### config.mk
export PLATFORM = sky130hd
export DESIGN_NAME = skey_rc_updater
export DESIGN_NICKNAME = d
export VERILOG_FILES = /design/src/rtl/skey_pkg.sv /design/src/rtl/skey_range.sv /design/src/rtl/skey_modify.sv /design/src/rtl/skey_seq.sv /design/src/rtl/skey_rc_updater.sv
export SDC_FILE = /design/constraint.sdc
export NUM_CORES = 1
export LEC_CHECK = 0
export BUFFER_PORTS_ARGS = -buffer_cell sky130_fd_sc_hd__buf_2
export CORE_MARGIN = 3
export CORE_UTILIZATION = 45
export CTS_BUF_LIST = sky130_fd_sc_hd__clkbuf_8
export CTS_CLUSTER_SIZE = 40
export DETAILED_ROUTE_END_ITERATION = 12
export PLACE_DENSITY = 0.8
export SYNTH_ARGS = -nofsm -noshare
export SYNTH_HDL_FRONTEND = slang
export SYNTH_SLANG_ARGS = --single-unit
### constraint.sdc
create_clock -name clk -period 5 [get_ports clk]
set_clock_uncertainty 0.1 [all_clocks]
set_input_delay 0.25 -clock clk [delete_from_list [all_inputs] [get_ports clk]]
set_output_delay 0.25 -clock clk [all_outputs]
set_load 0.01 [all_outputs]
### src/rtl/skey_pkg.sv
package skey_pkg;
  typedef enum logic [1:0] {
    ACC_FETCH  = 2'd0,
    ACC_STORE  = 2'd1,
    ACC_IFETCH = 2'd2,
    ACC_RSVD   = 2'd3
  } acc_kind_e;

  localparam int KEY_REF_BIT = 2;
  localparam int KEY_CHG_BIT = 1;

  localparam int PERM_RD_BIT = 0;
  localparam int PERM_WR_BIT = 1;
  localparam int PERM_EX_BIT = 2;
  localparam int PERM_W      = 3;
endpackage

### src/rtl/skey_range.sv
module skey_range #(
  parameter int ADDR_W     = 20,
  parameter int PAGE_SHIFT = 12,
  localparam int IDX_W     = ADDR_W - PAGE_SHIFT
) (
  input  logic [ADDR_W-1:0] addr,
  input  logic [ADDR_W:0]   mem_size,
  output logic              in_range,
  output logic [IDX_W-1:0]  idx
);
  always_comb begin
    in_range = ({1'b0, addr} < mem_size);
    idx      = addr[ADDR_W-1:PAGE_SHIFT];
  end
endmodule

### src/rtl/skey_modify.sv
module skey_modify
  import skey_pkg::*;
#(
  parameter int KEY_W = 8
) (
  input  logic [KEY_W-1:0]  old_key,
  input  acc_kind_e         kind,
  input  logic [PERM_W-1:0] perm_in,
  output logic [KEY_W-1:0]  new_key,
  output logic [PERM_W-1:0] perm_res
);
  logic is_store;

  always_comb begin
    is_store = (kind == ACC_STORE);
    new_key  = old_key;
    new_key[KEY_REF_BIT] = 1'b1;
    if (is_store) begin
      new_key[KEY_CHG_BIT] = 1'b1;
    end
    perm_res = perm_in;
    if (!is_store && !old_key[KEY_CHG_BIT]) begin
      perm_res[PERM_WR_BIT] = 1'b0;
    end
  end
endmodule

### src/rtl/skey_seq.sv
module skey_seq (
  input  logic clk,
  input  logic rst_n,
  input  logic start,
  input  logic in_range,
  output logic accept,
  output logic rd_en,
  output logic cap_en,
  output logic wr_en,
  output logic busy,
  output logic done
);
  typedef enum logic [1:0] {S_IDLE, S_RD, S_WAIT, S_WB} seq_state_e;

  seq_state_e state_q, state_d;
  logic       done_q, done_d;

  always_comb begin
    accept  = start && (state_q == S_IDLE);
    rd_en   = (state_q == S_RD);
    cap_en  = (state_q == S_WAIT);
    wr_en   = (state_q == S_WB);
    busy    = (state_q != S_IDLE);
    state_d = state_q;
    case (state_q)
      S_IDLE:  if (accept && in_range) state_d = S_RD;
      S_RD:    state_d = S_WAIT;
      S_WAIT:  state_d = S_WB;
      S_WB:    state_d = S_IDLE;
      default: state_d = S_IDLE;
    endcase
    done_d = wr_en || (accept && !in_range);
  end

  always_ff @(posedge clk or negedge rst_n) begin
    if (!rst_n) begin
      state_q <= S_IDLE;
      done_q  <= 1'b0;
    end else begin
      state_q <= state_d;
      done_q  <= done_d;
    end
  end

  assign done = done_q;


  rd_then_wr_chk: assert property (@(posedge clk) disable iff (!rst_n)
    wr_en |-> $past(rd_en, 2));

  wr_then_done_chk: assert property (@(posedge clk) disable iff (!rst_n)
    wr_en |=> done);

  busy_end_chk: assert property (@(posedge clk) disable iff (!rst_n)
    $fell(busy) |-> $past(wr_en));

  done_single_chk: assert property (@(posedge clk) disable iff (!rst_n)
    done |=> !done || $past(start));
endmodule

### src/rtl/skey_rc_updater.sv
module skey_rc_updater
  import skey_pkg::*;
#(
  parameter int ADDR_W     = 20,
  parameter int PAGE_SHIFT = 12,
  parameter int KEY_W      = 8,
  localparam int IDX_W     = ADDR_W - PAGE_SHIFT
) (
  input  logic              clk,
  input  logic              rst_n,
  input  logic              req_valid,
  input  logic [ADDR_W-1:0] req_addr,
  input  logic [1:0]        req_kind,
  input  logic [PERM_W-1:0] req_perm,
  input  logic [ADDR_W:0]   mem_size,
  output logic              busy,
  output logic              done,
  output logic [PERM_W-1:0] perm_out,
  output logic              key_rd_en,
  output logic [IDX_W-1:0]  key_rd_idx,
  input  logic [KEY_W-1:0]  key_rd_data,
  output logic              key_wr_en,
  output logic [IDX_W-1:0]  key_wr_idx,
  output logic [KEY_W-1:0]  key_wr_data
);
  logic              in_range, accept, cap_en;
  logic [IDX_W-1:0]  req_idx;
  logic [IDX_W-1:0]  idx_q, idx_d;
  acc_kind_e         kind_q, kind_d;
  logic [PERM_W-1:0] perm_in_q, perm_in_d;
  logic [PERM_W-1:0] perm_res_q, perm_res_d;
  logic [KEY_W-1:0]  key_q, key_d;
  logic [KEY_W-1:0]  mod_key;
  logic [PERM_W-1:0] mod_perm;

  skey_range #(.ADDR_W(ADDR_W), .PAGE_SHIFT(PAGE_SHIFT)) u_range (
    .addr     (req_addr),
    .mem_size (mem_size),
    .in_range (in_range),
    .idx      (req_idx)
  );

  skey_seq u_seq (
    .clk      (clk),
    .rst_n    (rst_n),
    .start    (req_valid),
    .in_range (in_range),
    .accept   (accept),
    .rd_en    (key_rd_en),
    .cap_en   (cap_en),
    .wr_en    (key_wr_en),
    .busy     (busy),
    .done     (done)
  );

  skey_modify #(.KEY_W(KEY_W)) u_modify (
    .old_key  (key_rd_data),
    .kind     (kind_q),
    .perm_in  (perm_in_q),
    .new_key  (mod_key),
    .perm_res (mod_perm)
  );

  always_comb begin
    idx_d      = idx_q;
    kind_d     = kind_q;
    perm_in_d  = perm_in_q;
    perm_res_d = perm_res_q;
    key_d      = key_q;
    if (accept) begin
      idx_d     = req_idx;
      kind_d    = acc_kind_e'(req_kind);
      perm_in_d = req_perm;
      if (!in_range) begin
        perm_res_d = req_perm;
      end
    end
    if (cap_en) begin
      key_d      = mod_key;
      perm_res_d = mod_perm;
    end
  end

  always_ff @(posedge clk or negedge rst_n) begin
    if (!rst_n) begin
      idx_q      <= '0;
      kind_q     <= ACC_FETCH;
      perm_in_q  <= '0;
      perm_res_q <= '0;
      key_q      <= '0;
    end else begin
      idx_q      <= idx_d;
      kind_q     <= kind_d;
      perm_in_q  <= perm_in_d;
      perm_res_q <= perm_res_d;
      key_q      <= key_d;
    end
  end

  assign key_rd_idx  = idx_q;
  assign key_wr_idx  = idx_q;
  assign key_wr_data = key_q;
  assign perm_out    = perm_res_q;


  skip_no_read_chk: assert property (@(posedge clk) disable iff (!rst_n)
    (accept && !in_range) |=> (!key_rd_en && done));

  wr_idx_match_chk: assert property (@(posedge clk) disable iff (!rst_n)
    key_wr_en |-> (key_wr_idx == $past(key_rd_idx, 2)));

  ref_set_chk: assert property (@(posedge clk) disable iff (!rst_n)
    key_wr_en |-> key_wr_data[KEY_REF_BIT]);

  keep_bits_chk: assert property (@(posedge clk) disable iff (!rst_n)
    key_wr_en |-> ((key_wr_data & ~KEY_W'(6)) == ($past(key_rd_data) & ~KEY_W'(6))));

  perm_narrow_chk: assert property (@(posedge clk) disable iff (!rst_n)
    $past(key_wr_en) |-> ((perm_out & ~perm_in_q) == '0));
endmodule

[Word level (Yosys, flattened, before mapping)]
Index checks and enable logic that the tools add are counted.
Word-level totals
  latch bits: 0
  bits of input ports: 57
  memories: 0
  output and inout bits: 31
  register bits: 27
  memory bits (writable): 0
  ROM bits: 0
Operators by class
  bitwise gates (word level): 0
  shift operators: 0
  eq/ne operators: 6
  magnitude comparators: 1
  multipliers: 0
  mux-type cells: 7
  reductions and logical operators: 12
  divide/modulo/power cells: 0
  $add $sub $neg: 0
Operators by type and width (count)
  $lt A20 B21 Y1: 1
  $mux W3: 3
  $pmux W2 S4: 1
  $eq A2 B1 Y1 const B: 2
  $eq A2 B2 Y1 const B: 2
  $logic_and A1 B1 Y1: 4
  $reduce_bool A2 Y1: 2
  $logic_not A1 Y1: 3
  $logic_not A2 Y1: 1
  $mux W1: 2
  $mux W2: 1
  $ne A2 B1 Y1 const B: 1
  $ne A2 B2 Y1 const B: 1
  $reduce_and A2 Y1: 1
  $logic_or A1 B1 Y1: 1

[Depth between registers and ports, before layout]
Gate-level depths: netlist of run 1.
  word-level depth: 5
  mapped depth: 8

[Cells and area by module]
From an unflattened synthesis of run 1, not the netlist that was laid out.
Unflattened totals
  cells, all modules: 177
  area, all modules: 1958.1 um2
By module, submodules not included
  skey_rc_updater: area each 1099.8 um2, sequential area each 600.6 um2, cells each 69, times used 1
  skey_range: area each 544.3 um2, sequential area each 0.0 um2, cells each 77, times used 1
  skey_seq: area each 215.2 um2, sequential area each 75.1 um2, cells each 18, times used 1
  skey_modify: area each 98.8 um2, sequential area each 0.0 um2, cells each 13, times used 1

[Worst setup path before layout of run 1]
OpenSTA, ideal clock, no wires.
  path kind: input to register
  start point: in mem_size[18]
  end point: reg u_seq.state_q[1]
  required time: 4775 ps
  library setup time: 125 ps
  stages: 7
  arrival: 2048 ps
  setup slack: 2727 ps
  path buffers: 0
  cell sequence: inv_1 -> ha_1 -> nand4b_4 -> or4_4 -> o311a_4 -> a21o_1 -> mux2_4
Between the ends
  cells in the longest elaborated chain, start to end: 3
Ends and longest elaborated chain
  start: declaration: line skey_rc_updater.sv:15  | input logic [ADDR_W:0] mem_size,
  $lt A20 B21 Y1: line skey_range.sv:12  | in_range = ({1'b0, addr} < mem_size);
  $logic_and A1 B1 Y1: line skey_seq.sv:26  | S_IDLE: if (accept && in_range) state_d = S_RD;
  $ne A2 B2 Y1 (no source line)
  end signal: assignment: line skey_seq.sv:40  | state_q <= state_d;
  end: declaration: line skey_seq.sv:15  | seq_state_e state_q, state_d;
No other way between the ends.
A chain may end at the register's enable or synchronous reset.

[Worst setup path after layout of run 1]
  start point: in req_addr[18]
  end point: reg u_seq.state_q[1]
Between the ends
  cells in the longest elaborated chain, start to end: 3
Ends and longest elaborated chain
  start: declaration: line skey_rc_updater.sv:12  | input logic [ADDR_W-1:0] req_addr,
  $lt A20 B21 Y1: line skey_range.sv:12
  $logic_and A1 B1 Y1: line skey_seq.sv:26
  $ne A2 B2 Y1 (no source line)
No other way between the ends.

==> results.md, run 1 <==
* Result of the run: completed
* Dominant combinational cell family by area after synthesis: adder cells
* Transition time at the pin with the least slew margin at 0.8188 ns
* Worst Reg2Reg Path Length in Cells at 4
* Syn Nets at 245
* Number of design-rule violations left by the first detailed-router iteration at 47
* Iteration count of the initial detailed-routing pass at 4
* Area share of xor/xnor cells in the synthesized design at 0
* Leftover overflow at the end of global routing at 0
* Final cycle utilization of the critical path at 0.4337
* Post-layout worst setup margin at 2.831 ns
* Reported max-cap violation count at 0
* Share of cell area taken by muxes after synthesis at 0.1254
* Clock buffer count from CTS at 3
* Clock sinks at 27
* M1 wire length at 1.452 mm
* Post-CTS clock slew at the launch and capture registers of the worst setup and hold paths at 0.09 ns
* Final-report max-slew violation count at 0
* Via count at roughly 1400
* Cells taking the most area after synthesis: sky130_fd_sc_hd__dfrtp_1, sky130_fd_sc_hd__ha_1, sky130_fd_sc_hd__mux2_2, sky130_fd_sc_hd__inv_1, sky130_fd_sc_hd__buf_4
* Average routed wire per standard cell at 12.53 um
* Floorplan die height at between 60 and 70 um
* Total standard cell area after synthesis at roughly 1700 um^2
* Setup repair after global routing missed its margin: false
* Leakage at approximately 1.2 nW
* Metal3 WL at 225 um
* Effective utilization at floorplan at 0.4904
* Antenna-violating nets left at 0
* Launch point of the worst reg-to-reg path: u_seq.state_q[0]$_DFFE_PN0P_
* Required time reported for the critical path endpoint at 5.06 ns
* Worst setup path startpoint: req_addr[18]
* Syn_area_per_cell at ~11 um^2
* Async SR Flop Fraction at 1.000
* Number of distinct standard cells referenced by the synthesized netlist at 33
* Via count of the first global-routing pass at 1398
* Htree depth at 1
* Antenna violations before repair at 0
* Worst setup slack before clock tree synthesis at between 2 and 3 ns
* Count leader, synth: sky130_fd_sc_hd__dfrtp_1
* Total power density per cell area at 453.9 nW/um^2
* Worst supply voltage drop on vdd at 0.0003202 V
* Count of synthesis-stage warnings from yosys at 0
* Met2 Wirelength at 1.930 mm
* Top layer reached by signal wires: met4
* Inserted Diodes at 0
* Horizontal die dimension at 67.95 um
* Clock tree root driver cell: sky130_fd_sc_hd__clkbuf_8
* Sequential cell area fraction in the yosys report at 0.3913
* Post-CTS resize count at 0
* Predominant post-synthesis flop cell: sky130_fd_sc_hd__dfrtp_1
* Synth Area in Compound Gates at 0.1123
* Final #Nets at 326
* Setup slack, reg-to-reg at ~2.9 ns
* Number of buffers between clock root and the deepest sink at 2
* Post-detailed-routing wire length at ~3.6 mm
* Half-perimeter wire length after placement at 3.088 mm
* Fin Setup TNS at 0 ns
* CP Max Fanout at 4
* Gate Count Post-Synth at 164
* Relative max-transition margin at 0.4538
* Number of I/O pins at 88
* Number of synthesized flops with an enable pin at 0
* Post-synth top cells: sky130_fd_sc_hd__dfrtp_1, sky130_fd_sc_hd__inv_1, sky130_fd_sc_hd__ha_1
* Arithmetic-cell share of the synthesized area counting full adders, half adders and majority gates at 0.1739
* R2r endpoint: kind_q[0]$_DFFE_PN0P_
* Layout overhead on the synthesized area at 27.32%
* Routability Congestion at 0.6982
* Number of synthesized register bits at 27
* Number of hold-slack violations in the final timing report at 0
* Later-pin clock latency in the skew report at between 0.2 and 0.3 ns
* Synth Area in Simple Gates at 0.1014
* Number of setup violations in the final report at 0
* Critical path endpoint category: register
* Data arrival, critical path at 2.23 ns
* Count of input and output buffers at 86
* Largest net degree at the start of global routing at 28
* Critical path start-end classification: in2reg
* Wire length of the first global-routing pass at 5.664 mm
* Vias per cell at 4.941
* Tot GR Track Use at 0.1605
* Rows at 21
* Worst setup endpoint: u_seq.state_q[1]$_DFFE_PN0P_
* Area share of the largest cell type after synthesis at 0.3913
* Final period demand of the worst path at ~2.2 ns
* Core area at between 3000 and 4000 um^2
* Class of the most critical hold timing path: in2reg
* TritonCTS clock tree: done
* Top cell type by total area after synthesis: sky130_fd_sc_hd__dfrtp_1
* Overall die area at 4617 um^2
* DRC errors left at 0
* Ratio of cells with drive above 1 in the final layout at 0.4549
* Worst Hold Depth at 3
* Max Freq at 461.1 MHz
* Sort of element at the start of the critical path: input port
==> worst max-delay path, stage by stage <==
cell                       delay [ns]
sky130_fd_sc_hd__buf_2           0.11
sky130_fd_sc_hd__ha_1            0.33
sky130_fd_sc_hd__nand4b_4        0.14
sky130_fd_sc_hd__or4_4           0.54
sky130_fd_sc_hd__o311a_4         0.34
sky130_fd_sc_hd__a21o_1          0.22
sky130_fd_sc_hd__mux2_4          0.30
==> sequential cells by signal, indices dropped and copies added, names as in the netlist <==
register / flops
key_rd_idx: 8
key_wr_data: 8
kind_q: 2
perm_in_q: 3
perm_out: 3
u_seq.done: 1
u_seq.state_q: 2
==> metal layers <==
layer,GRT usage,up-vias
li1,-,725
met1,0.1817,661
met2,0.3020,45
met3,0.02956,2
met4,0.04715,0
met5,0,-
==> what timing repair did <==
action,in CTS,in global routing
buffers inserted,0,0
hold buffers,1,0
endpoints found under the hold margin,27,0
==> layout by cell type, fill, tap and decap left out, types with 3 or more instances in the layout <==
cell type                  synthesis  layout
sky130_fd_sc_hd__a21o_1            3       3
sky130_fd_sc_hd__a21oi_1           9       9
sky130_fd_sc_hd__buf_2             0      86
sky130_fd_sc_hd__clkbuf_8          0       3
sky130_fd_sc_hd__dfrtp_1          27      27
sky130_fd_sc_hd__ha_1             24      24
sky130_fd_sc_hd__inv_1            25      26
sky130_fd_sc_hd__mux2_2           17      17
sky130_fd_sc_hd__nand2_1           8       8
sky130_fd_sc_hd__nand3_1           3       3
sky130_fd_sc_hd__nor2_1            3       3
sky130_fd_sc_hd__nor2b_1           4       4
sky130_fd_sc_hd__o21ai_0           4       4
sky130_fd_sc_hd__o21ai_1           3       3
==> power by group <==
part           internal [mW]  switching (mW)
clock network         0.0549          0.0613
logic                  0.252           0.244
registers              0.326          0.0601
total                  0.632           0.365
==> how the worst min path moves through the flow <==
stage | start | end | slack [ns]
finish | req_kind[1] | kind_q[1]$_DFFE_PN0P_ | 0.08
global route | req_kind[1] | kind_q[1]$_DFFE_PN0P_ | 0.07
CTS | req_kind[1] | kind_q[1]$_DFFE_PN0P_ | 0.06
detailed placement | rst_n | key_wr_data[0]$_DFFE_PN0P_ | 0.19
global placement | rst_n | key_wr_data[7]$_DFFE_PN0P_ | 0.19
floorplan | rst_n | key_rd_idx[0]$_DFFE_PN0P_ | -0.15
==> final cells by class <==
cell class,instances,area (um^2)
clock buffer,3,41.29
clock inverter,1,3.754
fill,314,1323
inverter,25,93.84
multi-input combinational,101,885.9
sequential,27,675.6
tap,46,57.56
timing repair buffer,87,440.4
==> logic make-up (layout without fill, tap and decap cells) <==
kind of cell | after synthesis | after routing
and+or+nand+nor | 29 | 29
buffers and inverters | 36 | 116
DFF | 27 | 27
adders and majority gates | 24 | 24
muxes | 19 | 19
AOI/OAI and AO/OA | 29 | 29
==> metrics by stage <==
step	utilization	hold WS, ns	power (mW)	area, um^2	instances
final	0.6244	0.07750	0.9979	2198	290
after global routing	0.6244	0.06669	1.089	2198	290
after CTS	0.6244	0.06423	1.015	2198	290
after detailed placement	0.6087	0.1910	0.8935	2143	285
after global placement	0.6087	0.1876	0.8712	2143	285
after floorplan	-	-0.1456	0.7429	1727	164
No activity file was read; power rests on OpenSTA's default activity.
==> run 2: changes to the inputs <==
--- a/config.mk
+++ b/config.mk
@@ -5,6 +5,7 @@
 export SDC_FILE = /design/constraint.sdc
 export NUM_CORES = 1
 export LEC_CHECK = 0
+export ABC_AREA = 1
 export BUFFER_PORTS_ARGS = -buffer_cell sky130_fd_sc_hd__buf_2
 export CORE_MARGIN = 3
 export CORE_UTILIZATION = 45
==> constraint.sdc (replaced) <==
create_clock -name clk -period 2.1 [get_ports clk]
set_clock_uncertainty 0.1 [all_clocks]
set_input_delay 0.105 -clock clk [delete_from_list [all_inputs] [get_ports clk]]
set_output_delay 0.105 -clock clk [all_outputs]
set_load 0.01 [all_outputs]
==> results.md, run 2 <==
* Metal3 WL at 238 um
* Post-layout worst setup margin at 0.2832 ns
* Count of input and output buffers at 86
* Clock sinks at 27
* Result of the run: completed
* Placed cell count at 367
* Via count of the first global-routing pass at 1666
* Floorplan die height at 69.04 um
* Data arrival, critical path at 1.88 ns
* Tot GR Track Use at 0.1664
* Layout overhead on the synthesized area at 36.67%
* Rows at 22
* Syn Nets at 323
* Critical path start-end classification: in2reg
* Half-perimeter wire length after placement at 3.014 mm
* Gate Count Post-Synth at roughly 240
* Required time reported for the critical path endpoint at approximately 2.2 ns
* M1 wire length at 1.740 mm
* Syn_area_per_cell at 7.388 um^2
* Post-synth top cells: sky130_fd_sc_hd__nand2_1, sky130_fd_sc_hd__inv_1, sky130_fd_sc_hd__dfrtp_1
* Sort of element at the start of the critical path: input port
* Leakage at 1.534 nW
* Horizontal die dimension at 69.04 um
* Post-CTS setup repair buffer count at 0
* Transition time at the pin with the least slew margin at roughly 0.59 ns
* Class of the most critical hold timing path: in2reg
* TritonCTS clock tree: done
* Post-CTS clock slew at the launch and capture registers of the worst setup and hold paths at 0.09 ns
* Number of inserted filler cells in the final layout at 348
* Later-pin clock latency in the skew report at 0.27 ns
* Post-detailed-routing wire length at 3.894 mm
* Overall die area at 4766 um^2
* Worst setup slack before clock tree synthesis at approximately 0.46 ns
* Fin Setup TNS at 0 ns
* Reported max-cap violation count at 0
* Number of design-rule violations left by the first detailed-router iteration at 57
* Inserted Diodes at 0
* Number of buffers between clock root and the deepest sink at 2
* Ratio of cells with drive above 1 in the final layout at 0.3000
* Effective utilization at floorplan at 0.4776
* Final cycle utilization of the critical path at 0.8651
* Total standard cell area after synthesis at 1788 um^2
* DRC errors left at 0
* Clock buffer count from CTS at 3
* Worst supply voltage drop on vdd at 0.0003357 V
* Routability Congestion at 0.7697
* Final period demand of the worst path at approximately 1.8 ns
* Utilization after layout at 0.6527
* Via count at 1701
* Final #Nets at 422
* Iteration count of the initial detailed-routing pass at 4
* Final-report max-slew violation count at 0
* Top layer reached by signal wires: met4
* Wire length of the first global-routing pass at ~6.7 mm
* Number of hold-slack violations in the final timing report at 0
* Setup repair after global routing missed its margin: false
* CP Max Fanout at 4
* Total power density per cell area at a little under 1000 nW/um^2
* Number of I/O pins at 88
* Most common cell after layout, fill and taps aside: sky130_fd_sc_hd__nand2_1
* Count of non-filler cells in the finished layout at 388
* Most frequent cells in the layout: sky130_fd_sc_hd__nand2_1, sky130_fd_sc_hd__buf_2, sky130_fd_sc_hd__inv_1
* Number of synthesized flops with an enable pin at 0
* Antenna-violating nets left at 0
* Number of synthesized register bits at 27
* Area share of the largest cell type after synthesis at 0.3779
* Sequential cell area fraction in the yosys report at 0.3779
* Vias per cell at 4.384
* Count of synthesis-stage warnings from yosys at 0
* Number of distinct standard cells referenced by the synthesized netlist at 20
* Leftover overflow at the end of global routing at 0
* Max Freq at 550.4 MHz
* Clock tree root driver cell: sky130_fd_sc_hd__clkbuf_8
* Number of setup violations in the final report at 0
* Relative max-transition margin at 0.6080
* Average routed wire per standard cell at 10.04 um
* Antenna violations before repair at 0
* Critical path endpoint category: register
* Met2 Wirelength at about 1.9 mm
* Async SR Flop Fraction at 1.000
* Post-CTS resize count at 0
* Total power consumption of the routed design at 2.364 mW
* Top cell type by total area after synthesis: sky130_fd_sc_hd__dfrtp_1
* Htree depth at 1
* Cells taking the most area after synthesis: sky130_fd_sc_hd__dfrtp_1, sky130_fd_sc_hd__nand2_1, sky130_fd_sc_hd__ha_1, sky130_fd_sc_hd__inv_1, sky130_fd_sc_hd__buf_4
* Count leader, synth: sky130_fd_sc_hd__nand2_1
* Largest net degree at the start of global routing at 28
* Core area at between 3000 and 4000 um^2
* Predominant post-synthesis flop cell: sky130_fd_sc_hd__dfrtp_1
==> run 2: cell types whose count changed after synthesis, sizes merged, moves of 6 or more <==
cell,previous run,this run
nand2,8,100
nor2,3,9
inv,25,42
nand3,3,10
mux2,18,0
==> run 2: kinds of logic after synthesis <==
kind of cell | share of synthesized area
buffers and inverters | 0.1309
AO/OA/AOI/OAI | 0.04339
AND/OR/NAND/NOR | 0.2799
adder cells (fa/ha/maj) | 0.1680
flip-flops | 0.3779
==> run 2: final timing paths <==
kind,slack (ns),cells past startpoint,from,end
worst min register to register,0.37,1,key_wr_data[2]$_DFFE_PN0P_,key_wr_data[2]$_DFFE_PN0P_
max in group asynchronous,1.25,2,rst_n,perm_in_q[1]$_DFFE_PN0P_
worst max-delay path,0.28,12,req_addr[12],perm_out[0]$_DFFE_PN0P_
min in group asynchronous,0.27,2,rst_n,key_wr_data[0]$_DFFE_PN0P_
worst max register to register,0.45,7,u_seq.state_q[1]$_DFFE_PN0P_,perm_out[0]$_DFFE_PN0P_
worst min-delay path,0.01,3,req_perm[0],perm_in_q[0]$_DFFE_PN0P_
==> run 2: final cells by class <==
cell class	count	area [um^2]	area share
Multi-Input combinational cell	161	878.3	0.3594
Sequential cell	27	675.6	0.2765
Timing Repair Buffer	106	623.1	0.2550
Inverter	42	157.7	0.06452
Tap cell	48	60.06	0.02458
Clock buffer	3	41.29	0.01690
Clock inverter	1	7.507	0.003072
==> run 2: report_power, final <==
group | internal, mW | switching [mW] | leakage [nW] | total [mW]
Clock | 0.135 | 0.163 | 0.0217 | 0.297
Sequential | 0.757 | 0.132 | 0.332 | 0.890
Combinational | 0.498 | 0.679 | 1.18 | 1.18
==> run 2: worst max-delay path, stage by stage <==
cell and delay [ns]:
sky130_fd_sc_hd__dlygate4sd3_1 0.53, sky130_fd_sc_hd__buf_2 0.13, sky130_fd_sc_hd__ha_1 0.29, sky130_fd_sc_hd__nand2_1 0.07, sky130_fd_sc_hd__nor2_1 0.14, sky130_fd_sc_hd__nand2_1 0.09
sky130_fd_sc_hd__nor2_2 0.11, sky130_fd_sc_hd__nand2_2 0.08, sky130_fd_sc_hd__nand3_1 0.10, sky130_fd_sc_hd__nand2_2 0.08, sky130_fd_sc_hd__nand3_1 0.10, sky130_fd_sc_hd__nand2_1 0.06
==> run 2: what timing repair did <==
action / in CTS / in global routing
endpoints found under the setup margin: 0 / 0
hold endpoints to repair: 43 / 0
hold buffers: 17 / 0
==> run 2: metal layers <==
metal,up-vias,global-route usage
met2,52,0.3008
met3,5,0.02332
met1,726,0.2020
li1,918,-
met5,-,0
met4,0,0.05206
==> run 2: per-stage QoR <==
stage	instance area (um^2)	hold WS, ns
2_1_floorplan	1788	-0.2906
3_3_place_gp	2225	0.04059
3_5_place_dp	2225	0.04474
4_1_cts	2444	0.009555
5_1_grt	2444	0.02566
6_report	2444	0.01363
